`config.mk`:
```
export PLATFORM = sky130hd
export DESIGN_NAME = mpreg_readout
export DESIGN_NICKNAME = d
export VERILOG_FILES = /design/src/rtl/mpreg_pkg.sv /design/src/rtl/mpreg_mode_reg.sv /design/src/rtl/mpreg_cmd_decode.sv /design/src/rtl/mpreg_beat_gen.sv /design/src/rtl/mpreg_readout.sv
export SDC_FILE = /design/constraint.sdc
export NUM_CORES = 1
export LEC_CHECK = 0
export ABC_AREA = 1
export BUFFER_PORTS_ARGS = -buffer_cell sky130_fd_sc_hd__buf_2
export CORE_MARGIN = 2
export CORE_UTILIZATION = 42
export DETAILED_ROUTE_END_ITERATION = 16
export GPL_TIMING_DRIVEN = 0
export PLACE_DENSITY = 0.73
export SYNTH_ARGS = -nofsm -noshare
export SYNTH_HDL_FRONTEND = slang
export SYNTH_SLANG_ARGS = --single-unit
```
`constraint.sdc`:
```
create_clock -name clk -period 1.5 [get_ports clk]
set_clock_uncertainty 0.1 [all_clocks]
set_input_delay 0.075 -clock clk [delete_from_list [all_inputs] [get_ports clk]]
set_output_delay 0.075 -clock clk [all_outputs]
set_load 0.05 [all_outputs]
```
`src/rtl/mpreg_pkg.sv`:
```
package mpreg_pkg;

  typedef enum logic [1:0] {
    BM_FIX8 = 2'b00,
    BM_OTF  = 2'b01,
    BM_FIX4 = 2'b10,
    BM_RSVD = 2'b11
  } burst_mode_e;

  // Burst descriptor handed from the decoder to the beat generator
  typedef struct packed {
    logic       chop;   // 4-beat burst
    logic       upper;  // start at beat index 4
    logic [7:0] pat;    // selected register content
  } burst_desc_t;

  localparam int unsigned BEATS_FULL = 8;
  localparam int unsigned BEATS_CHOP = 4;

endpackage

```
`src/rtl/mpreg_mode_reg.sv`:
```
module mpreg_mode_reg (
  input  logic       clk,
  input  logic       rst_ni,
  input  logic       mrs_valid_i,
  input  logic [2:0] mrs_addr_i,
  output logic       en_o,
  output logic [1:0] loc_o
);

  logic       en_q, en_d;
  logic [1:0] loc_q, loc_d;

  always_comb begin
    en_d  = en_q;
    loc_d = loc_q;
    if (mrs_valid_i) begin
      en_d  = mrs_addr_i[2];
      loc_d = mrs_addr_i[1:0];
    end
  end

  always_ff @(posedge clk or negedge rst_ni) begin
    if (!rst_ni) begin
      en_q  <= 1'b0;
      loc_q <= 2'b00;
    end else if (mrs_valid_i) begin
      en_q  <= en_d;
      loc_q <= loc_d;
    end
  end

  assign en_o  = en_q;
  assign loc_o = loc_q;

  // mode follows the last mode-register write
  a_r2_mode_load: assert property (@(posedge clk) disable iff (!rst_ni)
    mrs_valid_i |=> (en_o == $past(mrs_addr_i[2])));

endmodule

```
`src/rtl/mpreg_cmd_decode.sv`:
```
module mpreg_cmd_decode
  import mpreg_pkg::*;
#(
  parameter int unsigned ADDR_W  = 16,
  parameter int unsigned BANK_W  = 3,
  parameter logic [7:0]  PATTERN = 8'b0101_0101
) (
  input  logic              clk,
  input  logic              rst_ni,
  input  logic              rd_valid_i,
  input  logic [ADDR_W-1:0] rd_addr_i,
  input  logic [BANK_W-1:0] rd_bank_i,
  input  logic              wr_valid_i,
  input  logic [1:0]        burst_mode_i,
  input  logic              en_i,
  input  logic [1:0]        loc_i,
  output logic              start_o,
  output burst_desc_t       desc_o,
  output logic              addr_err_o,
  output logic              array_rd_o,
  output logic              array_wr_o,
  output logic              wr_drop_o
);

  localparam int unsigned CHOP_BIT = 12;

  burst_mode_e mode;
  logic        chop_c, err_c;
  logic [7:0]  pat_c;
  burst_desc_t desc_d, desc_q;
  logic        start_d, start_q;
  logic        err_d, err_q;
  logic        ard_d, ard_q;
  logic        awr_d, awr_q;
  logic        drop_d, drop_q;
  logic        unused_addr_bits;

  assign mode = burst_mode_e'(burst_mode_i);

  always_comb begin
    unique case (mode)
      BM_FIX4: chop_c = 1'b1;
      BM_OTF:  chop_c = ~rd_addr_i[CHOP_BIT];
      default: chop_c = 1'b0;
    endcase
  end

  assign err_c = (|rd_addr_i[1:0]) | (~chop_c & rd_addr_i[2]);
  assign pat_c = (loc_i == 2'b00) ? PATTERN : 8'h00;

  always_comb begin
    start_d      = rd_valid_i & en_i;
    err_d        = rd_valid_i & en_i & err_c;
    ard_d        = rd_valid_i & ~en_i;
    awr_d        = wr_valid_i & ~en_i;
    drop_d       = wr_valid_i & en_i;
    desc_d       = desc_q;
    if (start_d) begin
      desc_d.chop  = chop_c;
      desc_d.upper = chop_c & rd_addr_i[2];
      desc_d.pat   = pat_c;
    end
  end

  always_ff @(posedge clk or negedge rst_ni) begin
    if (!rst_ni) begin
      start_q <= 1'b0;
      err_q   <= 1'b0;
      ard_q   <= 1'b0;
      awr_q   <= 1'b0;
      drop_q  <= 1'b0;
    end else begin
      start_q <= start_d;
      err_q   <= err_d;
      ard_q   <= ard_d;
      awr_q   <= awr_d;
      drop_q  <= drop_d;
    end
  end

  always_ff @(posedge clk or negedge rst_ni) begin
    if (!rst_ni) begin
      desc_q <= '0;
    end else if (start_d) begin
      desc_q <= desc_d;
    end
  end

  // Bank and column bits outside A[2:0] and A12 carry no meaning here
  assign unused_addr_bits = ^{rd_bank_i, rd_addr_i[ADDR_W-1:CHOP_BIT+1],
                              rd_addr_i[CHOP_BIT-1:3]};

  assign start_o    = start_q;
  assign desc_o     = desc_q;
  assign addr_err_o = err_q;
  assign array_rd_o = ard_q;
  assign array_wr_o = awr_q;
  assign wr_drop_o  = drop_q;

  // writes in register mode are dropped, never forwarded
  a_r11_write_drop: assert property (@(posedge clk) disable iff (!rst_ni)
    (wr_valid_i && en_i) |=> (wr_drop_o && !array_wr_o));

  // normal-mode reads go to the array and start no burst
  a_r3_normal_read: assert property (@(posedge clk) disable iff (!rst_ni)
    (rd_valid_i && !en_i) |=> (array_rd_o && !start_o && !addr_err_o));

  // error flag only accompanies a burst start
  a_r9_err_with_start: assert property (@(posedge clk) disable iff (!rst_ni)
    addr_err_o |-> start_o);

endmodule

```
`src/rtl/mpreg_beat_gen.sv`:
```
module mpreg_beat_gen
  import mpreg_pkg::*;
#(
  parameter int unsigned RD_LAT = 5
) (
  input  logic        clk,
  input  logic        rst_ni,
  input  logic        start_i,
  input  burst_desc_t desc_i,
  output logic        beat_vld_o,
  output logic        beat_bit_o
);

  localparam int unsigned STAGES = RD_LAT - 1;

  logic        tail_vld;
  burst_desc_t tail_desc;

  generate
    if (STAGES == 0) begin : g_no_delay
      assign tail_vld  = start_i;
      assign tail_desc = desc_i;
    end else begin : g_delay
      logic        vld_q  [STAGES];
      logic        vld_d  [STAGES];
      burst_desc_t desc_q [STAGES];
      burst_desc_t desc_d [STAGES];

      always_comb begin
        for (int s = 0; s < int'(STAGES); s++) begin
          vld_d[s]  = (s == 0) ? start_i : vld_q[s-1];
          desc_d[s] = (s == 0) ? desc_i  : desc_q[s-1];
        end
      end

      always_ff @(posedge clk or negedge rst_ni) begin
        if (!rst_ni) begin
          for (int s = 0; s < int'(STAGES); s++) begin
            vld_q[s]  <= 1'b0;
            desc_q[s] <= '0;
          end
        end else begin
          for (int s = 0; s < int'(STAGES); s++) begin
            vld_q[s]  <= vld_d[s];
            desc_q[s] <= desc_d[s];
          end
        end
      end

      assign tail_vld  = vld_q[STAGES-1];
      assign tail_desc = desc_q[STAGES-1];
    end
  endgenerate

  logic [7:0] pat_q, pat_d;
  logic [2:0] idx_q, idx_d;
  logic [3:0] left_q, left_d;
  logic       busy;

  assign busy = (left_q != 4'd0);

  always_comb begin
    pat_d  = pat_q;
    idx_d  = idx_q;
    left_d = left_q;
    if (tail_vld) begin
      pat_d  = tail_desc.pat;
      idx_d  = tail_desc.upper ? 3'd4 : 3'd0;
      left_d = tail_desc.chop ? 4'(BEATS_CHOP) : 4'(BEATS_FULL);
    end else if (busy) begin
      idx_d  = idx_q + 3'd1;
      left_d = left_q - 4'd1;
    end
  end

  always_ff @(posedge clk or negedge rst_ni) begin
    if (!rst_ni) begin
      pat_q  <= 8'h00;
      idx_q  <= 3'd0;
      left_q <= 4'd0;
    end else if (tail_vld || busy) begin
      pat_q  <= pat_d;
      idx_q  <= idx_d;
      left_q <= left_d;
    end
  end

  assign beat_vld_o = busy;
  assign beat_bit_o = busy & pat_q[idx_q];

  // a burst never holds more than eight beats
  a_r5_burst_bound: assert property (@(posedge clk) disable iff (!rst_ni)
    left_q <= 4'(BEATS_FULL));

  // a chopped burst that starts in the upper half stays there
  a_r6_upper_half: assert property (@(posedge clk) disable iff (!rst_ni)
    (tail_vld && tail_desc.upper) |=> (idx_q == 3'd4 && left_q == 4'(BEATS_CHOP)));

endmodule

```
`src/rtl/mpreg_readout.sv`:
```
module mpreg_readout
  import mpreg_pkg::*;
#(
  parameter int unsigned DQ_BYTES = 1,
  parameter int unsigned RD_LAT   = 5,
  parameter int unsigned ADDR_W   = 16,
  parameter int unsigned BANK_W   = 3,
  parameter logic [7:0]  PATTERN  = 8'b0101_0101
) (
  input  logic                  clk,
  input  logic                  rst_n,
  input  logic                  mrs_valid,
  input  logic [2:0]            mrs_addr,
  input  logic                  rd_valid,
  input  logic [ADDR_W-1:0]     rd_addr,
  input  logic [BANK_W-1:0]     rd_bank,
  input  logic                  wr_valid,
  input  logic [1:0]            burst_mode,
  input  logic                  lane_copy,
  output logic                  reg_mode,
  output logic [8*DQ_BYTES-1:0] dq,
  output logic                  dq_valid,
  output logic                  rd_addr_err,
  output logic                  array_rd,
  output logic                  array_wr,
  output logic                  wr_drop
);

  localparam int unsigned DQ_W = 8 * DQ_BYTES;

  // Reset: asserted asynchronously, released on the clock
  logic rst_meta_q, rst_sync_q;
  always_ff @(posedge clk or negedge rst_n) begin
    if (!rst_n) begin
      rst_meta_q <= 1'b0;
      rst_sync_q <= 1'b0;
    end else begin
      rst_meta_q <= 1'b1;
      rst_sync_q <= rst_meta_q;
    end
  end

  logic        en;
  logic [1:0]  loc;
  logic        start;
  burst_desc_t desc;
  logic        beat_vld, beat_bit;

  mpreg_mode_reg i_mode (
    .clk         (clk),
    .rst_ni      (rst_sync_q),
    .mrs_valid_i (mrs_valid),
    .mrs_addr_i  (mrs_addr),
    .en_o        (en),
    .loc_o       (loc)
  );

  mpreg_cmd_decode #(
    .ADDR_W  (ADDR_W),
    .BANK_W  (BANK_W),
    .PATTERN (PATTERN)
  ) i_dec (
    .clk          (clk),
    .rst_ni       (rst_sync_q),
    .rd_valid_i   (rd_valid),
    .rd_addr_i    (rd_addr),
    .rd_bank_i    (rd_bank),
    .wr_valid_i   (wr_valid),
    .burst_mode_i (burst_mode),
    .en_i         (en),
    .loc_i        (loc),
    .start_o      (start),
    .desc_o       (desc),
    .addr_err_o   (rd_addr_err),
    .array_rd_o   (array_rd),
    .array_wr_o   (array_wr),
    .wr_drop_o    (wr_drop)
  );

  mpreg_beat_gen #(
    .RD_LAT (RD_LAT)
  ) i_beat (
    .clk        (clk),
    .rst_ni     (rst_sync_q),
    .start_i    (start),
    .desc_i     (desc),
    .beat_vld_o (beat_vld),
    .beat_bit_o (beat_bit)
  );

  genvar b;
  generate
    for (b = 0; b < int'(DQ_BYTES); b++) begin : g_lane
      always_comb begin
        dq[8*b]         = beat_bit;
        dq[8*b+1 +: 7]  = lane_copy ? {7{beat_bit}} : 7'b0;
      end
    end
  endgenerate

  assign dq_valid = beat_vld;
  assign reg_mode = en;

  // every lane carries the same byte
  a_r10_lanes_match: assert property (@(posedge clk) disable iff (!rst_sync_q)
    dq == {DQ_BYTES{dq[7:0]}});

  // without copy only bit 0 of a lane may be set
  a_r10_zero_fill: assert property (@(posedge clk) disable iff (!rst_sync_q)
    !lane_copy |-> ($countones(dq) <= int'(DQ_BYTES)));

  // no data outside a burst
  a_r5_quiet_idle: assert property (@(posedge clk) disable iff (!rst_sync_q)
    !dq_valid |-> (dq == '0));

  // a command edge produces at most one command flag
  a_r11_one_flag: assert property (@(posedge clk) disable iff (!rst_sync_q)
    $onehot0({array_wr, wr_drop}));

  initial begin
    a_r5_lat_min: assert (RD_LAT >= 1);
    a_r10_bytes: assert (DQ_W >= 8);
  end

endmodule

```
After elaboration in Yosys (flattened, before gate mapping)
Index checks and enable logic that the tools add are counted.
{"block": "word_totals", "ff_bits": 79, "out_inout_bits": 14, "elab_cells": 66}
{"block": "classes", "n_addsub": 2, "order_cmp": 1, "eq_ne": 2, "mux": 11, "bitwise_logic": 12, "n_reduce_logical": 7}
{"cell": "2-to-1 mux 7 bit", "n": 2}
{"cell": "2-to-1 mux 4 bit", "n": 3}
{"cell": "2-to-1 mux 3 bit", "n": 3}
{"cell": "bitwise AND 1 bit", "n": 8}
{"cell": "< comparator 3 x 4 -> 1 bit, second input constant", "n": 1}
{"cell": "AND reduction 2 bit", "n": 2}
{"cell": "nonzero test 4 bit", "n": 1}
{"cell": "subtractor 4 x 1 -> 4 bit, second input constant", "n": 1}
{"cell": "adder 3 x 1 -> 3 bit, second input constant", "n": 1}
{"cell": "binary-select mux 1 bit (select 3 bit)", "n": 1}
{"cell": "inverter 1 bit", "n": 3}
{"cell": "== test 2 x 1 -> 1 bit, second input constant", "n": 1}
{"cell": "== test 2 bit, second input constant", "n": 1}
{"cell": "zero test 2 bit", "n": 1}
{"cell": "case mux 1 bit (2 select lines)", "n": 1}
{"cell": "nonzero test 2 bit", "n": 1}
{"cell": "OR reduction 2 bit", "n": 1}
{"cell": "logical OR 1 bit", "n": 1}
{"cell": "2-to-1 mux 1 bit", "n": 1}
{"cell": "bitwise OR 1 bit", "n": 1}

Depth between registers and ports, before layout
{"block": "logic_depth", "depth_word": 6, "ltp_mapped": 7, "depth_no_buf": 7}

Hierarchy
Synthesis repeated with hierarchy kept, for this count alone.
{"block": "unflattened", "cells_unflattened": 207, "area_unflattened_um2": 2519.9}
{"module": "mpreg_beat_gen", "n_inst": 1, "cells_per_inst": 137, "area_each_um2": 1866.8, "seq_area_each_um2": 1476.4}
{"module": "mpreg_cmd_decode", "n_inst": 1, "cells_per_inst": 45, "area_each_um2": 426.7, "seq_area_each_um2": 200.2}
{"module": "mpreg_readout", "n_inst": 1, "cells_per_inst": 12, "area_each_um2": 113.9, "seq_area_each_um2": 50.0}
{"module": "mpreg_mode_reg", "n_inst": 1, "cells_per_inst": 13, "area_each_um2": 112.6, "seq_area_each_um2": 75.1}

Least setup slack after synthesis
No wires, ideal clock.
{"block": "synth_path", "kind": "register to output", "from": "register i_beat.left_q[0]", "to": "output dq[2]", "arrival_time_ns": 2.157, "setup_slack_ns": -0.832, "stages_incl_launch_ff": 7, "path_buffers": 1, "cell_sequence": "dfrtp_1 inv_1 ha_1 nand3_4 nand3_1 nor2_1 buf_4"}
{"block": "synth_via", "elab_chain_len": 3}
{"element": "start, declared", "line": "mpreg_beat_gen.sv:57", "text": "logic [3:0] left_q, left_d;"}
{"element": "start signal, assigned", "line": "mpreg_beat_gen.sv:84", "text": "left_q <= left_d;"}
{"element": "nonzero test 4 bit", "line": "mpreg_beat_gen.sv:60", "text": "assign busy = (left_q != 4'd0);"}
{"element": "via dq_valid", "line": "mpreg_readout.sv:22", "text": "output logic dq_valid,"}
{"element": "bitwise AND 1 bit", "line": "mpreg_beat_gen.sv:89", "text": "assign beat_bit_o = busy & pat_q[idx_q];"}
{"element": "2-to-1 mux 7 bit", "line": "mpreg_readout.sv:96", "text": "dq[8*b+1 +: 7] = lane_copy ? {7{beat_bit}} : 7'b0;"}
{"element": "end, declared", "line": "mpreg_readout.sv:21", "text": "output logic [8*DQ_BYTES-1:0] dq,"}
The timed path passes the listed nets, and every way through them passes these cells.

Worst setup path after layout
{"block": "layout_path", "from": "register i_beat.left_q[1]", "to": "output dq[2]"}
{"block": "layout_via", "elab_chain_len": 3}
{"element": "nonzero test 4 bit", "line": "mpreg_beat_gen.sv:60"}
{"element": "bitwise AND 1 bit", "line": "mpreg_beat_gen.sv:89"}
{"element": "2-to-1 mux 7 bit", "line": "mpreg_readout.sv:96"}
No other way between the ends.

==> metrics.md <==
| Metric | Value |
|---|---|
| Post-synth EDFFs | `0` |
| Placement Cell Area | `1390 um^2` |
| Max VDD drop | `between 1000 and 1500 uV` |
| Setup tns final | `-1.60 ns` |
| Cell Area, Synth | `1160 um^2` |
| Relative slew slack | `0.305` |
| Crit-path cells | `inv_2 -> ha_4 -> nand3_4 -> nand3_4 -> nor2_4 -> buf_6 -> buf_6 -> buf_8` |
| Final Critical Period | `1.74 ns` |
| Chip Height | `about 56 um` |
| Residual DRC | `0` |
| Hold Path Sink | `i_dec.desc_o[9]$_DFFE_PN0P_` |
| 1st-iter DRT viols | `31` |
| Max Slew Vio Count | `0` |
| Antenna viol nets, final | `0` |
| Largest net degree at the start of global routing | `29` |
| Hold wc startpoint | `rd_addr[12]` |
| Number of max-cap violations | `0` |
| Worst Path Arrival | `1.56 ns` |
| Slowest cell delay on critical path | `~0.36 ns` |
| Die Width | `~56 um` |
| Max layer used | `met4` |
| Sequential fraction of the synthesis area | `0.649` |
| Inserted Diodes | `0` |
| Share of the synthesized area in the top cell type | `0.649` |
| Mapped Cells | `102` |
| Die ar. | `around 3200 um^2` |
| Power per cell area | `~1500 nW/um^2` |
| Max frequency | `0.575 GHz` |
| Synthesized flop and latch total | `30` |
| Hold Violations, Final | `0` |
| Crit path kind | `reg -> out` |
| Via count | `840` |
| FF-to-FF End | `i_mode.en_o$_DFFE_PN0P_` |
| WL met2 | `approximately 1.2 mm` |
| Global route overflow | `0` |
| Failing checks | `setup timing` |
| Nets | `approximately 190` |
| Reg2reg setup slack | `around 0.030 ns` |
| Reg2reg path depth | `2` |
| Clock insertion delay at the later pin of the skew report | `roughly 0.32 ns` |
| Clock transition at path regs | `0.09 ns` |
| Buffers on Ports | `28` |
| Distinct cells, synth | `20` |
| CTS root buf | `clkbuf_4` |
| Most common cell in the netlist | `dfrtp_1` |
| Router iterations before antenna repair | `4` |
| H-tree levels | `2` |
| Worst setup SP type | `flip-flop` |
| Setup-failing EPs final | `9` |
| Layout area overhead | `49.9%` |
| Period utilisation layout | `1.16` |
| Wire length on met1 | `roughly 750 um` |
| Mapped Avg Cell Area | `between 10 and 15 um^2` |
| Slew at the pin closest to its max-slew limit | `1.04 ns` |
| Max Buffers Root-to-Sink | `2` |
| Post-Syn Nets | `approximately 140` |
| Clock sink count | `30` |
| Final Cell Area | `1730 um^2` |
| Crit. End Element | `output pin` |
| RSZ-0062 raised after global routing | `yes` |
| Worst Hold Depth | `6` |
| Vias in the first global route | `901` |
| RePlAce Congestion | `approximately 0.63` |
| Top_reg_cell synth | `dfrtp_1` |
| CTS tree | `done` |
| RR Startpoint | `i_mode.en_o$_DFFE_PN0P_` |
| CTS buffer count | `5` |
| Total GRT Usage | `0.154` |
| Antenna violations before repair | `0` |
| Worst setup margin | `-0.238 ns` |
| Post-synth top cells | `30 x dfrtp_1, 17 x nand2_1, 16 x inv_1` |
| Starting Density | `0.430` |
| Met3 wire length | `~110 um` |
| Core Area | `between 2000 and 3000 um^2` |
| HP Class | `in -> reg` |
| Synth top area cells | `dfrtp_1 65%, nand2_1 5.5%, inv_1 5.2%` |
| Status | `complete, but fails checks` |
| Share of layout cells above drive strength 1 | `0.418` |
| Leakage | `0.929 nW` |
| Worst Path Max Fanout | `4` |
| Vias per cell | `between 4 and 5` |
| Detailed Place HPWL | `around 1.3 mm` |
| Io pins | `44` |
| Post-synth ARST share | `1.00` |
| CP max stage cell | `dfrtp_1` |
| Wirelength, routed | `between 2 and 2.5 mm` |
| Minimum hold slack | `0.0509 ns` |
| First-pass GRT wire length | `roughly 3.7 mm` |
| Largest area contributor in the synthesized netlist | `dfrtp_1` |
| WL per Instance | `~11 um` |
| Yosys warns | `0` |
| Data required, critical path | `1.32 ns` |
| Row cnt | `19` |
-- layout by cell type (no fill, tap or decap) --
cell type and instances:
o21ai_0 2, o31ai_1 1, dlygate4sd3_1 12, inv_1 14
o21ai_1 1, xnor2_1 1, buf_8 6, nand3_4 2
nand2_1 16, conb_1 1, ha_1 3, bufinv_16 1
inv_2 5, clkinv_2 2, ha_4 1, buf_6 10
o21ai_2 1, a21oi_1 1, nand4_1 1, dfrtp_1 30
nor2_1 4, mux2_2 3, nor2_4 2, nand2_2 1
clkbuf_4 5, buf_2 19, nand3_1 4, buf_4 8
or2_1 1
-- registers in the layout (all words and copies together), names as in the netlist, 2 cells and up --
signal and flops:
i_beat.g_delay.desc_q 2, i_beat.left_q 4, i_mode.loc_o 2, i_beat.g_delay.vld_d 3, i_dec.desc_o 2, i_beat.g_delay.desc_d 6
-- routing by layer --
metal	vias to the layer above	track usage
met5	-	0
met4	0	0.0476
met3	2	0.0691
met2	30	0.281
met1	393	0.154
li1	415	-
-- power breakdown --
part / internal (mW) / total (mW) / leakage, nW / switching, mW
registers: 0.953 / 1.03 / 0.380 / 0.0791
logic: 0.439 / 0.983 / 0.504 / 0.545
clock network: 0.345 / 0.604 / 0.0450 / 0.259
-- what timing repair did --
item | in CTS | in global routing
pin swaps | 2 | 0
setup endpoints to repair | 9 | 11
gates resized for setup | 25 | 1
hold endpoints to repair | 10 | 0
setup buffers | 7 | 1
hold buffers | 12 | 0
-- final cells by class --
cell class / count / area [um^2]
Timing Repair Buffer: 48 / 403
Clock buffer: 5 / 37.5
Inverter: 19 / 71.3
Fill cell: 206 / 953
Sequential cell: 30 / 751
Clock inverter: 3 / 40.0
Tap cell: 31 / 38.8
Buffer: 7 / 75.1
Multi-Input combinational cell: 46 / 317
-- stage by stage --
| stage | power (mW) | util | setup WS, ns | cells |
|---|---|---|---|---|
| CTS | 2.64 | 0.641 | -0.250 | 188 |
| floorplan | 1.67 | - | -0.193 | 102 |
| global route | 2.78 | 0.645 | -0.338 | 189 |
| global placement | 1.77 | 0.517 | -0.0350 | 161 |
| detailed placement | 1.83 | 0.517 | -0.0938 | 161 |
| finish | 2.62 | 0.645 | -0.238 | 189 |
-- kinds of logic (layout without fill, tap and decap cells) --
group,Yosys count,after routing,synth area share
AND/OR/NAND/NOR,31,31,0.129
AO/OA/AOI/OAI,6,6,0.0314
multiplexers,3,3,0.0292
flip-flops,30,30,0.649
other,1,1,0.00324
adder cells (fa/ha/maj),4,4,0.0433
buffers and inverters,26,82,0.107
XOR/XNOR,1,1,0.00758
-- worst max-delay path by stage --
stage / from / to / slack (ns)
floorplan: i_beat.left_q[1]$_DFFE_PN0P_ / dq[2] / -0.19
global placement: i_beat.left_q[1]$_DFFE_PN0P_ / dq[2] / -0.04
detailed placement: i_beat.left_q[0]$_DFFE_PN0P_ / dq[3] / -0.09
CTS: i_beat.left_q[1]$_DFFE_PN0P_ / dq[3] / -0.25
global route: i_beat.left_q[1]$_DFFE_PN0P_ / dq[2] / -0.34
finish: i_beat.left_q[1]$_DFFE_PN0P_ / dq[2] / -0.24
-- worst max-delay path, delay by kind of cell, from the launching register on --
| family | cells | cell delay, ns |
|---|---|---|
| buffers and inverters | 4 | 0.40 |
| flip-flops | 1 | 0.36 |
| AND/OR/NAND/NOR | 3 | 0.32 |
| adder cells (fa/ha/maj) | 1 | 0.16 |
No activity file was read; power rests on OpenSTA's default activity.
